### src/rtl/pwr_hs_pkg.sv
package pwr_hs_pkg;

  localparam int CODE_W = 4;
  localparam int HINT_W = 16;

  localparam logic [CODE_W-1:0] CODE_ON  = 4'h8;
  localparam logic [CODE_W-1:0] CODE_OFF = 4'h0;

  localparam logic [HINT_W-1:0] HINT_ON  = 16'h0100;
  localparam logic [HINT_W-1:0] HINT_OFF = 16'h0000;

  typedef enum logic [2:0] {
    HS_LOAD  = 3'd0,
    HS_QUIET = 3'd1,
    HS_DRAIN = 3'd2,
    HS_ACK   = 3'd3,
    HS_NAK   = 3'd4
  } hs_state_e;

endpackage

### src/rtl/pwr_hs_rst_sync.sv
module pwr_hs_rst_sync #(
  parameter int STAGES = 2
) (
  input  logic clk,
  input  logic rst_n,
  output logic rst_sync_n
);

  logic [STAGES-1:0] chain_q;

  always_ff @(posedge clk or negedge rst_n) begin
    if (!rst_n) begin
      chain_q <= '0;
    end else begin
      chain_q <= {chain_q[STAGES-2:0], 1'b1};
    end
  end

  assign rst_sync_n = chain_q[STAGES-1];

endmodule

### src/rtl/pwr_hs_sync.sv
module pwr_hs_sync #(
  parameter int WIDTH  = 1,
  parameter int STAGES = 2
) (
  input  logic             clk,
  input  logic             rst_n,
  input  logic [WIDTH-1:0] d_i,
  output logic [WIDTH-1:0] q_o
);

  logic [WIDTH-1:0] stg_q [STAGES];

  generate
    for (genvar s = 0; s < STAGES; s++) begin : g_stage
      if (s == 0) begin : g_first
        always_ff @(posedge clk or negedge rst_n) begin
          if (!rst_n) stg_q[0] <= '0;
          else        stg_q[0] <= d_i;
        end
      end else begin : g_next
        always_ff @(posedge clk or negedge rst_n) begin
          if (!rst_n) stg_q[s] <= '0;
          else        stg_q[s] <= stg_q[s-1];
        end
      end
    end
  endgenerate

  assign q_o = stg_q[STAGES-1];

endmodule

### src/rtl/pwr_hs_fsm.sv
module pwr_hs_fsm
  import pwr_hs_pkg::*;
(
  input  logic              clk,
  input  logic              rst_sync_n,
  input  logic              req_s,
  input  logic [CODE_W-1:0] code_s,
  input  logic              idle_i,
  input  logic              phy_lp_en_i,
  input  logic              phy_pd_deny_i,
  output logic              accept_o,
  output logic              deny_o,
  output logic              on_o,
  output logic              loaded_o
);

  hs_state_e st_q, st_d;
  logic      on_q, on_d, on_en;
  logic      pd_block;

  assign pd_block = phy_lp_en_i & phy_pd_deny_i;

  always_comb begin
    st_d = st_q;
    on_d = on_q;
    case (st_q)
      HS_LOAD: begin
        on_d = (code_s == CODE_ON);
        st_d = HS_QUIET;
      end
      HS_QUIET: begin
        if (req_s) begin
          if (code_s == CODE_ON) begin
            if (on_q) begin
              st_d = HS_NAK;
            end else begin
              st_d = HS_ACK;
              on_d = 1'b1;
            end
          end else if (code_s == CODE_OFF) begin
            if (!on_q || pd_block) begin
              st_d = HS_NAK;
            end else if (idle_i) begin
              st_d = HS_ACK;
              on_d = 1'b0;
            end else begin
              st_d = HS_DRAIN;
            end
          end else begin
            st_d = HS_NAK;
          end
        end
      end
      HS_DRAIN: begin
        if (pd_block) begin
          st_d = HS_NAK;
        end else if (idle_i) begin
          st_d = HS_ACK;
          on_d = 1'b0;
        end
      end
      HS_ACK: begin
        if (!req_s) st_d = HS_QUIET;
      end
      HS_NAK: begin
        if (!req_s) st_d = HS_QUIET;
      end
      default: st_d = HS_LOAD;
    endcase
  end

  assign on_en = (on_d != on_q);

  always_ff @(posedge clk or negedge rst_sync_n) begin
    if (!rst_sync_n) begin
      st_q <= HS_LOAD;
    end else begin
      st_q <= st_d;
    end
  end

  always_ff @(posedge clk or negedge rst_sync_n) begin
    if (!rst_sync_n) begin
      on_q <= 1'b0;
    end else if (on_en) begin
      on_q <= on_d;
    end
  end

  assign accept_o = (st_q == HS_ACK);
  assign deny_o   = (st_q == HS_NAK);
  assign on_o     = on_q;
  assign loaded_o = (st_q != HS_LOAD);

  // accept edges follow the request/deny ordering rules
  a_r3_acc_rise: assert property (@(posedge clk) disable iff (!rst_sync_n)
    $rose(accept_o) |-> $past(req_s) && !$past(deny_o));
  a_r3_acc_fall: assert property (@(posedge clk) disable iff (!rst_sync_n)
    $fell(accept_o) |-> !$past(req_s) && !$past(deny_o));

  // deny edges follow the request/accept ordering rules
  a_r4_deny_rise: assert property (@(posedge clk) disable iff (!rst_sync_n)
    $rose(deny_o) |-> $past(req_s) && !$past(accept_o));
  a_r4_deny_fall: assert property (@(posedge clk) disable iff (!rst_sync_n)
    $fell(deny_o) |-> !$past(req_s) && !$past(accept_o));
  a_r4_exclusive: assert property (@(posedge clk) disable iff (!rst_sync_n)
    !(accept_o && deny_o));

  // after loading, the power state moves only together with an accept
  a_r11_change_acc: assert property (@(posedge clk) disable iff (!rst_sync_n)
    ($past(loaded_o) && (on_o != $past(on_o))) |-> accept_o);

  // power-down is accepted only once traffic is idle
  a_r7_idle_first: assert property (@(posedge clk) disable iff (!rst_sync_n)
    ($rose(accept_o) && !on_o) |-> $past(idle_i));

  // a PHY refusal with low-power enabled never lets power-down through
  a_r8_phy_block: assert property (@(posedge clk) disable iff (!rst_sync_n)
    ($rose(accept_o) && !on_o) |-> !($past(phy_lp_en_i) && $past(phy_pd_deny_i)));

endmodule

### src/rtl/pwr_hs_dev.sv
module pwr_hs_dev
  import pwr_hs_pkg::*;
#(
  parameter int SYNC_STAGES = 2
) (
  input  logic              clk,
  input  logic              rst_n,
  input  logic              req_i,
  input  logic [CODE_W-1:0] state_i,
  input  logic              idle_i,
  input  logic              phy_lp_en_i,
  input  logic              phy_pd_deny_i,
  output logic              accept_o,
  output logic              deny_o,
  output logic [HINT_W-1:0] active_o,
  output logic              cur_on_o
);

  localparam int XW = CODE_W + 1;

  logic              rst_sync_n;
  logic [XW-1:0]     xin, xout;
  logic              req_s;
  logic [CODE_W-1:0] code_s;
  logic              on_w;
  logic              loaded_w;

  pwr_hs_rst_sync #(.STAGES(SYNC_STAGES)) u_rst_sync (
    .clk        (clk),
    .rst_n      (rst_n),
    .rst_sync_n (rst_sync_n)
  );

  assign xin = {req_i, state_i};

  pwr_hs_sync #(.WIDTH(XW), .STAGES(SYNC_STAGES)) u_in_sync (
    .clk   (clk),
    .rst_n (rst_n),
    .d_i   (xin),
    .q_o   (xout)
  );

  assign req_s  = xout[XW-1];
  assign code_s = xout[CODE_W-1:0];

  pwr_hs_fsm u_fsm (
    .clk           (clk),
    .rst_sync_n    (rst_sync_n),
    .req_s         (req_s),
    .code_s        (code_s),
    .idle_i        (idle_i),
    .phy_lp_en_i   (phy_lp_en_i),
    .phy_pd_deny_i (phy_pd_deny_i),
    .accept_o      (accept_o),
    .deny_o        (deny_o),
    .on_o          (on_w),
    .loaded_o      (loaded_w)
  );

  assign cur_on_o = on_w;
  assign active_o = on_w ? HINT_ON : HINT_OFF;

  // no handshake response until the initial state is loaded
  a_r1_quiet_load: assert property (@(posedge clk) disable iff (!rst_sync_n)
    !loaded_w |-> !accept_o && !deny_o);

endmodule

### config.mk
export PLATFORM = sky130hd
export DESIGN_NAME = pwr_hs_dev
export DESIGN_NICKNAME = d
export VERILOG_FILES = /design/src/rtl/pwr_hs_pkg.sv /design/src/rtl/pwr_hs_rst_sync.sv /design/src/rtl/pwr_hs_sync.sv /design/src/rtl/pwr_hs_fsm.sv /design/src/rtl/pwr_hs_dev.sv
export SDC_FILE = /design/constraint.sdc
export NUM_CORES = 1
export LEC_CHECK = 0
export CAP_MARGIN = 25
export CORE_ASPECT_RATIO = 0.8
export CORE_UTILIZATION = 30
export DETAILED_ROUTE_END_ITERATION = 12
export DONT_BUFFER_PORTS = 1
export GPL_TIMING_DRIVEN = 0
export PLACE_DENSITY = 0.55
export SYNTH_ARGS = -nofsm -noshare
export SYNTH_HDL_FRONTEND = slang
export SYNTH_SLANG_ARGS = --single-unit
### constraint.sdc
create_clock -name clk -period 1 [get_ports clk]
set_input_delay 0.1 -clock clk [delete_from_list [all_inputs] [get_ports clk]]
set_output_delay 0.1 -clock clk [all_outputs]
set_load 0.01 [all_outputs]
==> flow_metrics.tcl <==
set metrics [dict create \
    diodes 0 \
    start_util 0.328 \
    drc 0 \
    clkLatencyLatePin_ps 280 \
    fp.dieH_um 49.1 \
    cts_sinks 16 \
    synth_top_area_frac 0.480 \
    synth-seq-cells 16 \
    cp.required_ps 1220 \
    status "complete, but fails checks" \
    min_path_type "register to asynchronous set/reset pin" \
    rsz0062_at_grt "true" \
    hpwl_um 982 \
    setup_violations 6 \
    die_x_um 60.9 \
    gp_congestion 0.871 \
    arrival_ps 1550 \
    via_count 604 \
    drtAntennaViolNets 0 \
    endpoint_kind "register" \
    grt_pass1_vias 536 \
    design.core.area_um2 2540 \
    synth.cell_area_um2 833 \
    max_freq_mhz 748 \
    clkTransAtPathRegs_ps 90 \
    dieArea_um2 2990 \
    met1Wirelength_um 616 \
    min_period_ps 1340 \
    cp-start-kind "register" \
    grt_first_pass_wirelength_mm 2.34 \
    worst-setup-path-type "register to register" \
    fin_util 0.429 \
    tritoncts "built" \
    synth_area_per_cell_um2 10.0 \
    worst_clock_skew_ps 3.84 \
    timing.rr.start "u_fsm.st_q[2]$_DFFE_PN0P_" \
    p_leak_uw 0.000516 \
    area_delta_synth_final_pct 30.9 \
    clock_path_buffers 2 \
    grt_max_degree 13 \
    ioPinCount 29 \
    routed-wl-met3_um 90 \
    yosysTopAreaCell "dfrtp_1" \
    drv_cap 0 \
    synth_edf_count 0 \
    synthTopCellsByArea "dfrtp_1 (48%), buf_4 (14%), o21ai_0 (5.4%)" \
    seq_area_frac_synth 0.480 \
    drtIter0Drc 7 \
    ff2ff_path_depth 4 \
    power.total_uw 2120 \
    htree_levels 1 \
    cts_root_buffer "clkbuf_4" \
    holdWs_ps 69.2 \
    place_area_um2 936 \
    finalWorstSetupSlack_ps -336 \
    cellPowerDensity_nw_per_um2 1940 \
    drive_gt1_frac 0.339 \
    drt-total-wl_mm 1.39 \
    top_layer "met3" \
    ys_types 25 \
    drtPass1Iterations 4 \
    hold_viol 0 \
    rows 16 \
    wl_per_cell_um 9.56 \
    violations "setup timing" \
    antenna_found_initial 0 \
    critPathMaxFanout 3 \
    synth-warning-count 0 \
    min_period_over_period 1.34 \
    r2r_setup_slack_ps -340 \
    ir_drop_mv 0.946 \
    finalMaxSlewViolations 0 \
    fin_nets 120 \
    gr-total-overflow 0 \
    r2r_end "u_fsm.st_q[2]$_DFFE_PN0P_" \
    track_usage 0.107 \
    stdcell_area_um2 1090 \
    async_reset_ff_frac 1.00 \
    vias_per_cell 4.17 \
    wl_met2_um 679 \
    synth_common_cells "buf_4 (16), dfrtp_1 (16), o21ai_0 (9)" \
    numCtsBuffers 3 \
    synth_ff_type "dfrtp_1" \
    io_buffers 0 \
    synthCells 83 \
]
power breakdown:
group	internal, uW	switching (uW)	total [uW]
clock network	221	187	409
logic	454	435	889
registers	738	82.1	820
total	1410	705	2120
state kept, by name, indices dropped and copies added, names as in the netlist:
register / flops
u_fsm.on_o: 1
u_fsm.st_q: 3
u_in_sync.q_o: 5
u_in_sync.stg_q: 5
u_rst_sync.chain_q: 2
critical path, cell delays in order, from the launching register on:
cell	delay, ps
dfrtp_1	400
buf_6	130
or3b_4	400
o32ai_2	190
and2_1	160
kinds of logic (layout without fill, tap and decap cells):
group,after synthesis,in the layout,synth area share
other,2,16,0.00901
and+or+nand+nor,25,25,0.173
DFF,16,16,0.480
buffers and inverters,21,33,0.185
AOI/OAI and AO/OA,19,19,0.153
layout by cell type, fill, tap and decap left out, types with 2 or more instances in the layout:
cell	count
nor2_1	2
o21ai_0	6
buf_4	16
clkbuf_4	4
and2_1	2
dfrtp_1	15
nand4b_1	2
dlygate4sd3_1	6
o21ai_1	3
a21oi_1	2
nor2_4	2
nand2b_1	4
nor2b_1	2
nand2_1	5
conb_1	16
buf_6	4
layout make-up:
| class | count | area [um2] |
|---|---|---|
| multi-input combinational | 60 | 365 |
| sequential | 16 | 402 |
| tap | 36 | 45.0 |
| buffer | 19 | 154 |
| clock buffer | 4 | 36.3 |
| inverter | 2 | 10.0 |
| timing repair buffer | 8 | 78.8 |
| fill | 244 | 1450 |
how the worst max path moves through the flow:
stage	from	depth (start not counted)	slack, ps	to
2_1_floorplan	u_fsm.st_q[2]$_DFFE_PN0P_	5	-270	u_fsm.st_q[0]$_DFFE_PN0P_
3_3_place_gp	u_fsm.st_q[2]$_DFFE_PN0P_	5	-380	u_fsm.st_q[0]$_DFFE_PN0P_
3_5_place_dp	u_fsm.st_q[2]$_DFFE_PN0P_	5	-400	u_fsm.st_q[0]$_DFFE_PN0P_
4_1_cts	u_fsm.st_q[2]$_DFFE_PN0P_	4	-330	u_fsm.st_q[2]$_DFFE_PN0P_
5_1_grt	u_in_sync.q_o[2]$_DFF_PN0_	5	-380	u_fsm.st_q[1]$_DFFE_PN0P_
6_report	u_fsm.st_q[2]$_DFFE_PN0P_	4	-340	u_fsm.st_q[2]$_DFFE_PN0P_
timing repair:
action,CTS,global route
buffers inserted,2,0
hold endpoints to repair,17,0
hold buffers,6,0
endpoints found under the setup margin,7,7
pin swaps,5,1
gates resized for setup,12,6
gates cloned,0,0
per-layer routing:
| layer | global-route usage | vias to the layer above |
|---|---|---|
| met3 | 0.0477 | 0 |
| met5 | 0 | - |
| met1 | 0.137 | 280 |
| met2 | 0.170 | 25 |
| li1 | - | 299 |
| met4 | 0.0114 | 0 |
through the flow:
stage          TNS [ps]  cells  setup WS (ps)
2_1_floorplan      -997     97           -266
5_1_grt           -1870    145           -379
4_1_cts           -1540    145           -329
3_3_place_gp      -1390    133           -384
3_5_place_dp      -1410    133           -397
6_report          -1450    145           -336
No activity file was read; power rests on OpenSTA's default activity.
